### src/rtl/tat_pkg.sv
package tat_pkg;
    localparam logic DIR_RD = 1'b0;
    localparam logic DIR_WR = 1'b1;
endpackage

### src/rtl/tat_gap_ctrl.sv
module tat_gap_ctrl
    import tat_pkg::*;
#(
    parameter int GAP_W     = 5,
    parameter int DEF_RD2WR = 6,
    parameter int DEF_WR2RD = 15
) (
    input  logic             clk,
    input  logic             rst_n,
    input  logic             req_valid,
    input  logic             req_is_wr,
    input  logic             cfg_load,
    input  logic [GAP_W-1:0] cfg_rd2wr,
    input  logic [GAP_W-1:0] cfg_wr2rd,
    output logic             req_ready,
    output logic             hs,
    output logic [GAP_W-1:0] rd2wr_q,
    output logic [GAP_W-1:0] wr2rd_q
);
    typedef struct packed {
        logic             dir_wr;
        logic [GAP_W-1:0] cnt;
        logic [GAP_W-1:0] rd2wr;
        logic [GAP_W-1:0] wr2rd;
    } gap_st_t;

    gap_st_t st_q, st_d;
    logic             turn;
    logic [GAP_W-1:0] turn_len;
    logic             ready_c;

    always_comb begin
        st_d     = st_q;
        ready_c  = 1'b1;
        turn     = req_valid && (req_is_wr != st_q.dir_wr);
        turn_len = req_is_wr ? st_q.rd2wr : st_q.wr2rd;
        if (st_q.cnt != '0) begin
            // gap still running: hold the stream
            ready_c  = 1'b0;
            st_d.cnt = st_q.cnt - GAP_W'(1);
        end else if (turn) begin
            // commit the new direction now; this cycle is the first idle one
            st_d.dir_wr = req_is_wr;
            if (turn_len != '0) begin
                ready_c  = 1'b0;
                st_d.cnt = turn_len - GAP_W'(1);
            end
        end
        if (cfg_load) begin
            st_d.rd2wr = cfg_rd2wr;
            st_d.wr2rd = cfg_wr2rd;
        end
    end

    always_ff @(posedge clk) begin
        if (!rst_n) begin
            st_q.dir_wr <= DIR_RD;
            st_q.cnt    <= '0;
            st_q.rd2wr  <= GAP_W'(DEF_RD2WR);
            st_q.wr2rd  <= GAP_W'(DEF_WR2RD);
        end else begin
            st_q <= st_d;
        end
    end

    assign req_ready = ready_c;
    assign hs        = req_valid && ready_c;
    assign rd2wr_q   = st_q.rd2wr;
    assign wr2rd_q   = st_q.wr2rd;
endmodule

### src/rtl/tat_grant_stage.sv
module tat_grant_stage (
    input  logic clk,
    input  logic rst_n,
    input  logic hs,
    input  logic hs_is_wr,
    output logic grant,
    output logic grant_is_wr
);
    typedef struct packed {
        logic vld;
        logic wr;
    } gnt_st_t;

    gnt_st_t st_q, st_d;

    always_comb begin
        st_d.vld = hs;
        st_d.wr  = hs ? hs_is_wr : st_q.wr;
    end

    always_ff @(posedge clk) begin
        if (!rst_n) st_q <= '0;
        else        st_q <= st_d;
    end

    assign grant       = st_q.vld;
    assign grant_is_wr = st_q.wr;
endmodule

### src/rtl/tat_util_win.sv
module tat_util_win #(
    parameter int WINDOW = 100,
    parameter int CNT_W  = $clog2(WINDOW + 1)
) (
    input  logic             clk,
    input  logic             rst_n,
    input  logic             busy_in,
    output logic             done,
    output logic [CNT_W-1:0] busy_tot,
    output logic [CNT_W-1:0] idle_tot
);
    localparam int WCNT_W = (WINDOW > 1) ? $clog2(WINDOW) : 1;

    typedef struct packed {
        logic [WCNT_W-1:0] wcnt;
        logic [CNT_W-1:0]  acc;
        logic [CNT_W-1:0]  busy;
        logic [CNT_W-1:0]  idle;
        logic              done;
    } win_st_t;

    win_st_t st_q, st_d;
    logic [CNT_W-1:0] sum_c;

    always_comb begin
        st_d      = st_q;
        st_d.done = 1'b0;
        sum_c     = st_q.acc + CNT_W'(busy_in);
        if (st_q.wcnt == WCNT_W'(WINDOW - 1)) begin
            st_d.busy = sum_c;
            st_d.idle = CNT_W'(WINDOW) - sum_c;
            st_d.done = 1'b1;
            st_d.acc  = '0;
            st_d.wcnt = '0;
        end else begin
            st_d.acc  = sum_c;
            st_d.wcnt = st_q.wcnt + WCNT_W'(1);
        end
    end

    always_ff @(posedge clk) begin
        if (!rst_n) st_q <= '0;
        else        st_q <= st_d;
    end

    assign done     = st_q.done;
    assign busy_tot = st_q.busy;
    assign idle_tot = st_q.idle;
endmodule

### src/rtl/bus_turnaround_gate.sv
module bus_turnaround_gate #(
    parameter int GAP_W     = 5,
    parameter int DEF_RD2WR = 6,
    parameter int DEF_WR2RD = 15,
    parameter int WINDOW    = 100,
    localparam int CNT_W    = $clog2(WINDOW + 1)
) (
    input  logic             clk,
    input  logic             rst_n,
    input  logic             req_valid,
    input  logic             req_is_wr,
    output logic             req_ready,
    input  logic             cfg_load,
    input  logic [GAP_W-1:0] cfg_rd2wr_gap,
    input  logic [GAP_W-1:0] cfg_wr2rd_gap,
    output logic             grant,
    output logic             grant_is_wr,
    output logic             win_done,
    output logic [CNT_W-1:0] win_busy,
    output logic [CNT_W-1:0] win_idle
);
    logic             hs;
    logic [GAP_W-1:0] gap_rd2wr_q;
    logic [GAP_W-1:0] gap_wr2rd_q;

    tat_gap_ctrl #(
        .GAP_W    (GAP_W),
        .DEF_RD2WR(DEF_RD2WR),
        .DEF_WR2RD(DEF_WR2RD)
    ) u_gap (
        .clk      (clk),
        .rst_n    (rst_n),
        .req_valid(req_valid),
        .req_is_wr(req_is_wr),
        .cfg_load (cfg_load),
        .cfg_rd2wr(cfg_rd2wr_gap),
        .cfg_wr2rd(cfg_wr2rd_gap),
        .req_ready(req_ready),
        .hs       (hs),
        .rd2wr_q  (gap_rd2wr_q),
        .wr2rd_q  (gap_wr2rd_q)
    );

    tat_grant_stage u_gnt (
        .clk        (clk),
        .rst_n      (rst_n),
        .hs         (hs),
        .hs_is_wr   (req_is_wr),
        .grant      (grant),
        .grant_is_wr(grant_is_wr)
    );

    tat_util_win #(
        .WINDOW(WINDOW),
        .CNT_W (CNT_W)
    ) u_win (
        .clk     (clk),
        .rst_n   (rst_n),
        .busy_in (hs),
        .done    (win_done),
        .busy_tot(win_busy),
        .idle_tot(win_idle)
    );
endmodule

### config.mk
export PLATFORM = sky130hd
export DESIGN_NAME = bus_turnaround_gate
export DESIGN_NICKNAME = d
export VERILOG_FILES = /design/src/rtl/tat_pkg.sv /design/src/rtl/tat_gap_ctrl.sv /design/src/rtl/tat_grant_stage.sv /design/src/rtl/tat_util_win.sv /design/src/rtl/bus_turnaround_gate.sv
export SDC_FILE = /design/constraint.sdc
export NUM_CORES = 1
export LEC_CHECK = 0
export ABC_CLOCK_PERIOD_IN_PS = 4000
export BUFFER_PORTS_ARGS = -buffer_cell sky130_fd_sc_hd__buf_4
export CAP_MARGIN = 20
export CELL_PAD_IN_SITES_DETAIL_PLACEMENT = 0
export CELL_PAD_IN_SITES_GLOBAL_PLACEMENT = 1
export CORE_MARGIN = 3
export CORE_UTILIZATION = 40
export CTS_BUF_LIST = sky130_fd_sc_hd__clkbuf_4
export DETAILED_ROUTE_END_ITERATION = 8
export PLACE_DENSITY_LB_ADDON = 0.1
export RECOVER_POWER = 50
export SLEW_MARGIN = 0
export SYNTH_ARGS = -nofsm -noshare
export SYNTH_HDL_FRONTEND = slang
export SYNTH_SLANG_ARGS = --single-unit
### constraint.sdc
create_clock -name clk -period 4 [get_ports clk]
set_clock_uncertainty 0.2 [all_clocks]
set_input_delay 1.2 -clock clk [delete_from_list [all_inputs] [get_ports clk]]
set_output_delay 1.2 -clock clk [all_outputs]
set_load 0.02 [all_outputs]
==> metrics list <==
- Cell area after synthesis: 0.00206 mm²
- First-pass GRT wire length: 6.87 mm
- Critical path launch point type: input port
* Critical path endpoint category: register
* Overall Global Routing Usage: 14.5%
- Post-CTS timing repair inserted 0 buffers for setup.
- In this run, post-CTS hold repair placed 0 buffers.
- The critical path is of the input port to register type.
* Count of cells along the worst register-to-register path: 12
* Worst slack at placement: -25.7 ps
- Signed area change from the synthesized netlist to the final layout: 12.4%
* Insertion delay to the later sink of the worst-skew pair: 350 ps
- The worst hold path belongs to the class register to register.
- Routed vias/inst: 4.87
- The clock tree synthesis step divided the H-tree into 2 levels.
- Global placer's final weighted congestion: 0.856
* Leakage component of the power: 0.920 nW
- Number of buffers inserted by port buffering: 32
- In the final layout, flip-flops and latches occupy 921 µm².
- Cells with a size suffix above 1 make up 16.9% of the layout.
- Clock slew at the register clock pins of the worst setup and hold paths: 130 ps
- TritonCTS built the clock tree.
* Worst setup startpoint: req_is_wr
* Achievable Freq: 0.265 GHz
- The die covers 0.00605 mm².
* Endpoint required time on the critical path: 4030 ps
* Worst max-slew margin expressed relative to the limit: 54.5%
* Syn Nets: 241
* Portion of total power attributed to the clock network: 23.5%
- The tightest hold path in the finished design has a slack of 262 ps.
- Counting every instance in the synthesized netlist gives 221.
* Worst reg2reg path startpoint: u_gap.wr2rd_q[2]
- Multi-input gate area in the final layout: 976 µm²
- Switching power as a share of total power: 30.5%
- In this run the most used layer during global routing was met2.
* Crit path arrival time: 3810 ps
* Io pins: 33
- Of all nets on the critical path, the largest fanout is 7.
* Starting density of the core: 42.5%
- Count of endpoints failing hold in the final timing report: 0
* Proportion of synthesized chip area in sequential cells: 44.7%
* Vias in the first global route: 1,477
- Post-Layout Inst Area: 0.00232 mm²
- EDFF count, synth: 0
* Async S/R FF share, synth: 0%
- Of the available clock period, the critical path in the final layout requires 94.4%.
* Number of buffers created by CTS: 5
- Setup slack of the most critical reg-to-reg path: 810 ps
- Across the VDD grid, the largest voltage drop is 0.000323 V.
- Met3 GRT Util: 5.57%
* Met1 Use GR: 19.5%
* Antenna diode instance count: 0
* Mean instance size in the synthesized netlist: 9.33 µm²
* Net switching component of the power: 0.353 mW
- After synthesis the netlist holds a flip-flop and latch count of 46.
- For the pin with the worst max-slew slack, the measured transition is 682 ps.
- Number of fillers in the final layout: 493
* Post-synth cell types: 37
- Termination of the worst setup path: u_win.idle_tot[6]
- Count of antenna-violating nets left after detailed routing: 0
- Sequential group share of total power: 45.0%
- After the first detailed-routing iteration, the DRC count stood at 53.
* DRC violations left: 0
* Area share of the largest cell type after synthesis: 44.7%
- Detailed placement finished with a half-perimeter wire length of 3.09 mm.
- Number of maximum-capacitance violations: 0
- Total length of routed wires: 4.18 mm
* Design internal power: 0.804 mW
* Met2 Track Usage GR: 21.4%
- Final cell utilization of the core: 47.8%
* Cell accounting for the most synthesized area: dfxtp_1
* Reg-to-reg critical path endpoint: u_win.idle_tot[6]
* Final setup violation count: 0
- The core region is 0.00485 mm².
- After detailed placement, the total cell area comes to 0.00231 mm².
- In this run the core area contains 25 standard-cell rows.
- The number of antenna violations at the first check in global routing was 0.
- Clock tree synthesis found a total of 46 sinks.
- For this run, the leading register cell type out of synthesis is dfxtp_1.
* Final Slew Violations: 0
* Setup repair after global routing missed its margin: false
- Power per cell area: 499 mW/mm²
* Part of the power in combinational logic: 31.5%
- Count of vias placed by the detailed router: 1,538
* Post-CTS Resized: 0
* Gr ovfl total: 0
* Die boundary height: 77.8 µm
- Entering global routing, the biggest net connects 20 pins.
- After detailed routing, the average wire length per cell comes to 13.2 µm.
* PnR worst setup slack: 223 ps
* Shortest clock period the worst path allows after layout: 3780 ps
- Power consumption: 1.16 mW
- Status: finished clean
- Length of the first detailed-routing pass in iterations: 4
- In the post-synthesis netlist, the biggest area contributors are dfxtp_1 (45%), nor2_1 (6.4%), mux2i_1 (5.8%).
* Cell chosen for the clock root: clkbuf_4
- # nets final: 268
- The die is 77.8 µm wide.
- Warnings, synthesis: 0
* Maximum count of clock buffers along a single path: 2
[per-stage QoR]
stage / std cells / TNS (ps)
finish: 316 / 0
global route: 316 / 0
CTS: 316 / 0
detailed placement: 308 / -27.5
global placement: 308 / 0
floorplan: 221 / 0
[how the worst min path moves through the flow]
stage,endpoint,slack [ps],from,depth (start not counted)
after floorplan,u_win.st_q[22],210,u_win.st_q[22],1
after CTS,u_win.idle_tot[2],270,u_win.idle_tot[2],2
final,u_win.idle_tot[2],260,u_win.idle_tot[2],2
after global routing,u_win.idle_tot[5],300,u_win.idle_tot[5],2
after detailed placement,u_win.idle_tot[2],250,u_win.idle_tot[2],2
after global placement,u_win.st_q[22],230,u_win.st_q[22],1
[Yosys cell counts (2+ instances only)]
cell type  instances
a211oi_1           8
a21o_1             2
a21oi_1            8
a31oi_1            4
and3_1             4
buf_2              3
buf_4             14
clkbuf_1           2
dfxtp_1           46
ha_1               5
inv_1              4
mux2_2             5
mux2i_1           12
nand2_1           22
nand3_1            9
nor2_1            35
xnor2_1           11
xor2_1             8
[state kept, by name, summed over array words and instances, names as in the netlist]
register / cells
u_win.st_q: 14
u_gap.st_q: 6
u_gnt.grant_is_wr: 1
u_gap.rd2wr_q: 5
u_gap.wr2rd_q: 5
u_win.done: 1
u_win.idle_tot: 7
u_gnt.grant: 1
u_win.busy_tot: 6
[power groups by stage]
stage	clock [mW]	sequential [mW]	combinational (mW)
2_1_floorplan	0	0.530	0.264
3_3_place_gp	0	0.530	0.359
3_5_place_dp	0	0.531	0.364
4_1_cts	0.287	0.521	0.371
5_1_grt	0.308	0.525	0.411
6_report	0.271	0.521	0.365
[critical path, stage by stage]
cell and delay, ps:
buf_4 140, or4_1 520, nor3_4 170, o311a_4 210
ha_1 170, ha_1 170, inv_1 70, ha_1 210
nand2b_1 150, a21oi_1 140, a211oi_1 70, a2111oi_0 490
a211oi_1 100
[final cells by class]
cell class	count	share of cell area (%)
multi-input combinational	149	42.1
inverter	5	0.810
tap	67	3.62
clock inverter	3	1.73
sequential	46	39.7
timing repair buffer	41	10.4
clock buffer	5	1.62
[metal layers]
layer / part of all wire (%) / up-vias
li1: - / 795
met1: 50 / 708
met2: 43 / 33
met3: 5.6 / 2
met4: 0.57 / 0
met5: 0 / -
[cells by family (layout without fill, tap and decap cells)]
family | after synthesis | after routing | share of synthesized area (%)
muxes | 17 | 17 | 8.56
adders and majority gates | 5 | 5 | 3.03
xor gates and xnor gates | 19 | 19 | 8.07
and+or+nand+nor | 80 | 80 | 18.1
buffers and inverters | 26 | 54 | 7.83
AOI/OAI and AO/OA | 28 | 28 | 9.71
DFF | 46 | 46 | 44.7
[placed cells by master, fill, tap and decap left out, types with 2 or more instances in the layout]
master	instances
dfxtp_1	46
nor2_1	35
buf_4	23
nand2_1	22
clkbuf_1	18
mux2i_1	12
xnor2_1	11
nand3_1	9
xor2_1	8
a21oi_1	8
a211oi_1	8
mux2_2	5
ha_1	5
clkbuf_4	5
a31oi_1	4
inv_1	4
and3_1	4
a21o_1	2
clkinv_2	2
No activity file was read; power rests on OpenSTA's default activity.
